## config.mk

```make
export PLATFORM = sky130hd
export DESIGN_NAME = dram_strobe_decoder
export DESIGN_NICKNAME = d
export VERILOG_FILES = /design/src/rtl/dsd_pkg.sv /design/src/rtl/dsd_edge.sv /design/src/rtl/dsd_refresh_ctr.sv /design/src/rtl/dsd_self_timer.sv /design/src/rtl/dsd_classifier.sv /design/src/rtl/dram_strobe_decoder.sv
export SDC_FILE = /design/constraint.sdc
export NUM_CORES = 1
export LEC_CHECK = 0
export CORE_MARGIN = 5
export CORE_UTILIZATION = 50
export CTS_CLUSTER_DIAMETER = 200
export DETAILED_ROUTE_END_ITERATION = 10
export PLACE_DENSITY = 0.8
export RECOVER_POWER = 25
export SKIP_CTS_REPAIR_TIMING = 1
export SYNTH_ARGS = -nofsm -noshare
export SYNTH_HDL_FRONTEND = slang
export SYNTH_SLANG_ARGS = --single-unit
```

## constraint.sdc

```tcl
create_clock -name clk -period 2 [get_ports clk]
set_clock_uncertainty 0.1 [all_clocks]
set_input_delay 0.3 -clock clk [delete_from_list [all_inputs] [get_ports clk]]
set_output_delay 0.3 -clock clk [all_outputs]
set_load 0.005 [all_outputs]
```

## src/rtl/dsd_pkg.sv

```systemverilog
// Shared types for the DRAM strobe cycle decoder.
package dsd_pkg;
    typedef enum logic [3:0] {
        CYC_IDLE       = 4'd0,
        CYC_ACTIVE     = 4'd1,
        CYC_READ       = 4'd2,
        CYC_WRITE      = 4'd3,
        CYC_RAS_ONLY   = 4'd4,
        CYC_CBR        = 4'd5,
        CYC_HIDDEN     = 4'd6,
        CYC_SELF       = 4'd7,
        CYC_TEST_ENTRY = 4'd8
    } cyc_e;
endpackage

```

## src/rtl/dsd_edge.sv

```systemverilog
// Edge detector for a group of active-low strobes.
// Keeps the previous sample of each strobe and reports falling and rising
// edges as one-clock pulses. Assumes the inputs are already synchronous.
// After reset the previous samples read "inactive" (high).
module dsd_edge #(
    parameter int N = 3
) (
    input  logic         clk,
    input  logic         rst_n,
    input  logic [N-1:0] strobe_n,
    output logic [N-1:0] fall,
    output logic [N-1:0] rise
);
    logic [N-1:0] prev_n;

    for (genvar i = 0; i < N; i++) begin : g_bit
        // Remember the last sample of strobe i.
        always_ff @(posedge clk) begin
            if (!rst_n) prev_n[i] <= 1'b1;
            else        prev_n[i] <= strobe_n[i];
        end
        assign fall[i] = prev_n[i] & ~strobe_n[i];
        assign rise[i] = ~prev_n[i] & strobe_n[i];
    end
endmodule

```

## src/rtl/dsd_refresh_ctr.sv

```systemverilog
// Internal refresh row counter.
// Advances by one on each increment request and wraps after 2**ROW_W rows.
// Assumes the callers never request two increments in the same clock.
module dsd_refresh_ctr #(
    parameter int ROW_W = 10
) (
    input  logic             clk,
    input  logic             rst_n,
    input  logic             inc,
    output logic [ROW_W-1:0] row
);
    // Count refreshed rows.
    always_ff @(posedge clk) begin
        if (!rst_n)   row <= '0;
        else if (inc) row <= row + 1'b1;
    end

    assert_step_R6: assert property (@(posedge clk) disable iff (!rst_n)
        inc |=> row == $past(row) + 1'b1);
    assert_hold_R12: assert property (@(posedge clk) disable iff (!rst_n)
        !inc |=> $stable(row));
endmodule

```

## src/rtl/dsd_self_timer.sv

```systemverilog
// Self-refresh timer and internal oscillator.
// Armed by the row-strobe fall of a counted refresh. It counts the clocks
// during which both strobes stay low and enters self-refresh after SELF_TH
// of them. While in self-refresh it emits a tick every OSC_DIV clocks. It
// leaves self-refresh on the edge that samples both strobes high.
// Assumes SELF_TH >= 2 and OSC_DIV >= 2.
module dsd_self_timer #(
    parameter int SELF_TH = 64,
    parameter int OSC_DIV = 8
) (
    input  logic clk,
    input  logic rst_n,
    input  logic arm,
    input  logic ras_n,
    input  logic cas_n,
    output logic enter,
    output logic leave,
    output logic active,
    output logic tick
);
    localparam int CW = $clog2(SELF_TH);
    localparam int DW = $clog2(OSC_DIV);

    logic          armed;
    logic [CW-1:0] hold_cnt;
    logic [DW-1:0] div_cnt;
    logic          both_low;

    assign both_low = !ras_n && !cas_n;
    assign enter    = armed && !active && both_low && (hold_cnt == CW'(SELF_TH - 1));
    assign leave    = active && ras_n && cas_n;
    assign tick     = active && !leave && (div_cnt == DW'(OSC_DIV - 1));

    // Measure how long both strobes stay low after a counted refresh starts.
    always_ff @(posedge clk) begin
        if (!rst_n) begin
            armed    <= 1'b0;
            hold_cnt <= '0;
        end else if (arm) begin
            armed    <= 1'b1;
            hold_cnt <= '0;
        end else if (armed && (!both_low || enter)) begin
            armed    <= 1'b0;
        end else if (armed) begin
            hold_cnt <= hold_cnt + 1'b1;
        end
    end

    // Track the self-refresh state.
    always_ff @(posedge clk) begin
        if (!rst_n)     active <= 1'b0;
        else if (enter) active <= 1'b1;
        else if (leave) active <= 1'b0;
    end

    // Divide the clock down to the internal refresh oscillator.
    always_ff @(posedge clk) begin
        if (!rst_n || enter || !active || tick) div_cnt <= '0;
        else                                    div_cnt <= div_cnt + 1'b1;
    end

    assert_stay_R11: assert property (@(posedge clk) disable iff (!rst_n)
        (active && (!ras_n || !cas_n)) |=> active);
    assert_tick_gap_R10: assert property (@(posedge clk) disable iff (!rst_n)
        tick |=> !tick);
endmodule

```

## src/rtl/dsd_classifier.sv

```systemverilog
// Strobe-order classifier.
// Decides the kind of each row-strobe-low period from the order of strobe
// edges. It latches the row and column addresses, holds the test-mode flag
// and produces the write-capture pulse. It requests refresh counter steps
// and arms the self-refresh timer. Strobe index 0 is the row strobe,
// 1 the column strobe and 2 write enable. Edge pulses come from dsd_edge.
module dsd_classifier
    import dsd_pkg::*;
#(
    parameter int ADDR_W = 10
) (
    input  logic              clk,
    input  logic              rst_n,
    input  logic              ras_n,
    input  logic              cas_n,
    input  logic              we_n,
    input  logic [ADDR_W-1:0] addr,
    input  logic [2:0]        fall,
    input  logic [2:0]        rise,
    input  logic              self_active,
    input  logic              self_enter,
    input  logic              self_leave,
    input  logic [ADDR_W-1:0] refresh_row,
    output cyc_e              cyc_type,
    output logic [ADDR_W-1:0] row_addr,
    output logic [ADDR_W-1:0] col_addr,
    output logic              test_mode,
    output logic              wr_strobe,
    output logic              refresh_go,
    output logic              cbr_go
);
    logic ras_fall, cas_fall, we_fall, ras_rise;
    logic refresh_start, hidden_go, test_go, open_go;
    logic in_access, col_go, wlate_go, ror_go;
    logic read_hold;
    logic unused_ok;

    assign ras_fall  = fall[0];
    assign cas_fall  = fall[1];
    assign we_fall   = fall[2];
    assign ras_rise  = rise[0];
    assign unused_ok = ^rise[2:1];

    assign refresh_start = ras_fall && !cas_n && !self_active;
    assign hidden_go     = refresh_start && read_hold;
    assign test_go       = refresh_start && !read_hold && !we_n;
    assign cbr_go        = refresh_start && !read_hold && we_n;
    assign refresh_go    = refresh_start;
    assign open_go       = ras_fall && cas_n && !self_active;

    assign in_access = !ras_n && !ras_fall &&
                       (cyc_type inside {CYC_ACTIVE, CYC_READ, CYC_WRITE});
    assign col_go    = cas_fall && in_access;
    assign wlate_go  = we_fall && !cas_n && !cas_fall && in_access &&
                       (cyc_type == CYC_READ);
    assign ror_go    = ras_rise && (cyc_type == CYC_ACTIVE);

    // Classify the cycle and latch addresses, in priority order.
    always_ff @(posedge clk) begin
        if (!rst_n) begin
            cyc_type  <= CYC_IDLE;
            row_addr  <= '0;
            col_addr  <= '0;
            test_mode <= 1'b0;
            wr_strobe <= 1'b0;
        end else begin
            wr_strobe <= 1'b0;
            if (self_enter) begin
                cyc_type <= CYC_SELF;
            end else if (self_leave) begin
                cyc_type <= CYC_IDLE;
            end else if (hidden_go) begin
                cyc_type  <= CYC_HIDDEN;
                row_addr  <= refresh_row;
                test_mode <= 1'b0;
            end else if (test_go) begin
                cyc_type  <= CYC_TEST_ENTRY;
                row_addr  <= refresh_row;
                test_mode <= 1'b1;
            end else if (cbr_go) begin
                cyc_type  <= CYC_CBR;
                row_addr  <= refresh_row;
                test_mode <= 1'b0;
            end else if (open_go) begin
                cyc_type <= CYC_ACTIVE;
                row_addr <= addr;
            end else if (col_go) begin
                col_addr  <= addr;
                cyc_type  <= we_n ? CYC_READ : CYC_WRITE;
                wr_strobe <= !we_n;
            end else if (wlate_go) begin
                cyc_type  <= CYC_WRITE;
                wr_strobe <= 1'b1;
            end else if (ror_go) begin
                cyc_type  <= CYC_RAS_ONLY;
                test_mode <= 1'b0;
            end
        end
    end

    // Remember a read whose column strobe is still held low after row close.
    always_ff @(posedge clk) begin
        if (!rst_n || cas_n)                        read_hold <= 1'b0;
        else if (ras_rise && cyc_type == CYC_READ)  read_hold <= 1'b1;
    end

    assert_wr_type_R3: assert property (@(posedge clk) disable iff (!rst_n)
        wr_strobe |-> cyc_type == CYC_WRITE);
    assert_notest_R8: assert property (@(posedge clk) disable iff (!rst_n)
        (cyc_type == CYC_CBR || cyc_type == CYC_RAS_ONLY) |-> !test_mode);
    assert_col_hold_R7: assert property (@(posedge clk) disable iff (!rst_n)
        hidden_go |=> $stable(col_addr));
endmodule

```

## src/rtl/dram_strobe_decoder.sv

```systemverilog
// DRAM strobe cycle decoder, top level.
// Wires the edge detector, the classifier, the self-refresh timer and the
// refresh row counter together. All inputs are assumed synchronous to clk.
// The refresh counter is as wide as the address bus.
module dram_strobe_decoder
    import dsd_pkg::*;
#(
    parameter int ADDR_W  = 10,
    parameter int SELF_TH = 64,
    parameter int OSC_DIV = 8
) (
    input  logic              clk,
    input  logic              rst_n,
    input  logic              ras_n,
    input  logic              cas_n,
    input  logic              we_n,
    input  logic [ADDR_W-1:0] addr,
    output logic [3:0]        cyc_type,
    output logic [ADDR_W-1:0] row_addr,
    output logic [ADDR_W-1:0] col_addr,
    output logic [ADDR_W-1:0] refresh_row,
    output logic              test_mode,
    output logic              self_refresh,
    output logic              wr_strobe
);
    logic [2:0] fall, rise;
    logic       self_enter, self_leave, osc_tick;
    logic       refresh_go, cbr_go;
    cyc_e       cyc_q;

    dsd_edge #(.N(3)) u_edge (
        .clk      (clk),
        .rst_n    (rst_n),
        .strobe_n ({we_n, cas_n, ras_n}),
        .fall     (fall),
        .rise     (rise)
    );

    dsd_classifier #(.ADDR_W(ADDR_W)) u_cls (
        .clk         (clk),
        .rst_n       (rst_n),
        .ras_n       (ras_n),
        .cas_n       (cas_n),
        .we_n        (we_n),
        .addr        (addr),
        .fall        (fall),
        .rise        (rise),
        .self_active (self_refresh),
        .self_enter  (self_enter),
        .self_leave  (self_leave),
        .refresh_row (refresh_row),
        .cyc_type    (cyc_q),
        .row_addr    (row_addr),
        .col_addr    (col_addr),
        .test_mode   (test_mode),
        .wr_strobe   (wr_strobe),
        .refresh_go  (refresh_go),
        .cbr_go      (cbr_go)
    );

    dsd_self_timer #(.SELF_TH(SELF_TH), .OSC_DIV(OSC_DIV)) u_self (
        .clk    (clk),
        .rst_n  (rst_n),
        .arm    (cbr_go),
        .ras_n  (ras_n),
        .cas_n  (cas_n),
        .enter  (self_enter),
        .leave  (self_leave),
        .active (self_refresh),
        .tick   (osc_tick)
    );

    dsd_refresh_ctr #(.ROW_W(ADDR_W)) u_ctr (
        .clk   (clk),
        .rst_n (rst_n),
        .inc   (refresh_go | osc_tick),
        .row   (refresh_row)
    );

    assign cyc_type = cyc_q;

    assert_self_type_R9: assert property (@(posedge clk) disable iff (!rst_n)
        $rose(self_refresh) |-> cyc_type == 4'd7);
endmodule

```

==> flow_metrics.py <==
metrics = {
    "clock_tree": {
        "path_clk_slew_ns": 0.08,
        "worstSkewPairLatency_ns": 0.30,
        "clockRootBuffer": "clkbuf_8",
        "cts_num_sinks": 51,
        "cts_tree": "done",
        "clockBufferDepth": 2,
        "numCtsBuffers": 5,
        "cts-htree-levels": 2,
    },
    "pwr": {
        "combPwrFrac": 0.124,
        "vdd_drop_max_v": 0.000447,
        "p_int_mw": 1.44,
        "seqPwrFrac": 0.559,
        "switching_power_mw": 0.455,
        "pwr-share-clk": 0.316,
        "p_leak_nw": 1.19,
        "sw_frac_of_total": 0.240,
        "power.total_mw": 1.90,
        "powerDensity_mw_per_mm2": 605,
    },
    "grt": {
        "grt_pass1_wl_um": 9780,
        "antenna_found_initial": 0,
        "grt-ovfl-total": 0,
        "grt_max_degree": 30,
        "grt_pass1_vias": 2124,
        "grt_util_all_layers": 0.197,
    },
    "setup_path": {
        "cp-end-kind": "flop",
        "crit_required_ns": 2.14,
        "path_class": "in2reg",
        "worstRegToRegCells": 5,
        "critPathLaunchType": "input port",
        "arrival_ns": 2.07,
        "cp_max_fo": 3,
    },
    "floorplanning": {
        "num_rows": 24,
        "die_y_um": 78.0,
        "die_x_um": 78.0,
        "initial_core_util": 0.523,
        "num_io_pins": 52,
        "core_mm2": 0.00441,
        "die_area_mm2": 0.00608,
    },
    "timing": {
        "finalMaxSlewViolations": 0,
        "slew-limit-headroom": 0.666,
        "tns_ns": 0,
        "final_period_minus_worst_setup_slack_ns": 1.93,
        "finalHoldViolations": 0,
        "max_freq_ghz": 0.517,
        "worst_pin_slew_ns": 0.495,
        "fin_crit_sh": 0.966,
        "rsz0062_at_grt": "no",
        "setup_viol": 0,
    },
    "synthesis": {
        "synth_top_family_by_area": "simple AND/OR/NAND/NOR gates",
        "synthFlopType": "dfxtp_1",
        "synth_area_mm2": 0.00231,
        "async_flop_share": 0,
        "synth_edf_count": 0,
        "synth_xor_area_frac": 0.0228,
        "yosys.area_share.adder": 0.0217,
        "syn_inst": 255,
        "yosysSeqAreaShare": 0.442,
        "synth.distinct_cells": 49,
        "syn_nets": 274,
        "synth_compound_area_frac": 0.191,
        "muxShareOfSynthArea": 0.0607,
        "synthSimpleGateAreaFrac": 0.224,
        "synth-seq-cells": 51,
        "yosys_warnings": 0,
        "syn_area_per_cell_um2": 9.06,
    },
    "routing": {
        "wl_per_cell_um": 15.7,
        "drcViolationCount": 0,
        "dr.first_iter.drc_count": 183,
        "wl_um": 5900,
        "antenna_left": 0,
        "vias": 2196,
        "first_pass_iters": 4,
        "avgViaCountPerCell": 5.86,
    },
    "place": {
        "dpl_cell_area_mm2": 0.00303,
        "gp_congestion": 0.901,
        "io_buffers": 51,
        "dp_hpwl_um": 4270,
        "place_inst": 368,
    },
    "min_path": {
        "min_path_type": "in2reg",
        "hold_depth": 2,
    },
    "cells_and_area": {
        "stdcell_area_mm2": 0.00313,
        "mostFrequentLayoutCell": "dfxtp_1",
        "final_cell_mix": "dfxtp_1, clkdlybuf4s50_1, a21oi_1",
        "stdcell_count": 375,
        "drive_gt1_frac": 0.121,
        "nets": 342,
        "antenna_cells": 0,
        "syn2layout_area_growth_pct": 35.6,
    },
    "status": {
        "outcome": "finished clean",
    },
    "run": {
        "max_cap_viol_count": 0,
    },
}
sequential cells by signal, indices dropped and copies added, names as in the netlist:
register / flops
u_cls.col_addr: 10
u_cls.cyc_type: 4
u_cls.read_hold: 1
u_cls.row_addr: 10
u_cls.test_mode: 1
u_cls.wr_strobe: 1
u_ctr.row: 10
u_edge.prev_n: 3
u_self.active: 1
u_self.armed: 1
u_self.div_cnt: 3
u_self.hold_cnt: 6
power groups by stage:
stage	registers (mW)	logic [mW]	clock network, mW
2_1_floorplan	1.08	0.105	0
3_3_place_gp	1.08	0.234	0
3_5_place_dp	1.08	0.237	0
4_1_cts	1.06	0.239	0.617
5_1_grt	1.06	0.257	0.652
6_report	1.06	0.235	0.600
path summary, 6_finish.rpt:
path,from,end,slack (ns)
max,cas_n,u_cls.cyc_type[0],0.07
min,ras_n,u_edge.prev_n[0],0.16
max reg2reg,u_cls.cyc_type[2],u_cls.cyc_type[0],0.13
min reg2reg,u_self.div_cnt[0],u_self.div_cnt[0],0.32
per-layer routing:
metal  track usage  share of wire  wire length [um]
met1         0.242           0.45              2680
met2         0.334           0.48              2830
met3        0.0463          0.046               270
met4        0.0726          0.019               112
met5             0              0                 0
critical path, stage by stage:
cell             delay, ns
clkdlybuf4s50_1       0.43
or4_4                 0.50
buf_4                 0.17
or3_4                 0.36
o211ai_1              0.18
o2bb2ai_1             0.13
area by class of cell:
class / instances / area, um2
clock inverters: 1 / 5.00
multi-input cells: 184 / 1220
repair buffers: 75 / 718
clock buffers: 6 / 82.6
inverters: 6 / 22.5
flip-flops and latches: 51 / 1020
fillers: 353 / 1280
well taps: 52 / 65.1
kinds of logic after synthesis:
logic type | count (synthesis)
simple gates | 90
compound gates | 70
flops | 51
buf+inv | 20
mux | 14
xor+xnor | 6
fa+ha+maj | 4
per-stage QoR:
step	worst slack, ns	hold slack [ns]	util
floorplan	0.116	0.298	-
global placement	-0.260	0.309	0.686
detailed placement	-0.283	0.312	0.686
CTS	0.0388	0.331	0.705
global route	0.00155	0.194	0.709
finish	0.0674	0.160	0.709
synthesized netlist by cell type, drive strengths merged, types with 2 or more instances:
cell	n	area (um2)
a211oi	10	75.1
a21oi	23	115
a31oi	4	31.3
and2	4	25.0
and3	3	18.8
buf	7	37.5
clkbuf	7	26.3
dfxtp	51	1020
ha	4	50.1
inv	6	22.5
mux2i	14	140
nand2	13	48.8
nand2b	4	25.0
nand3	17	85.1
nand4	2	12.5
nor2	19	71.3
nor2b	4	25.0
nor3	4	31.3
nor3b	2	20.0
o211ai	3	22.5
o21ai	16	80.1
o31ai	3	22.5
or3	7	43.8
or4	4	33.8
xor2	6	52.6
(Power assumes the default switching activity.)
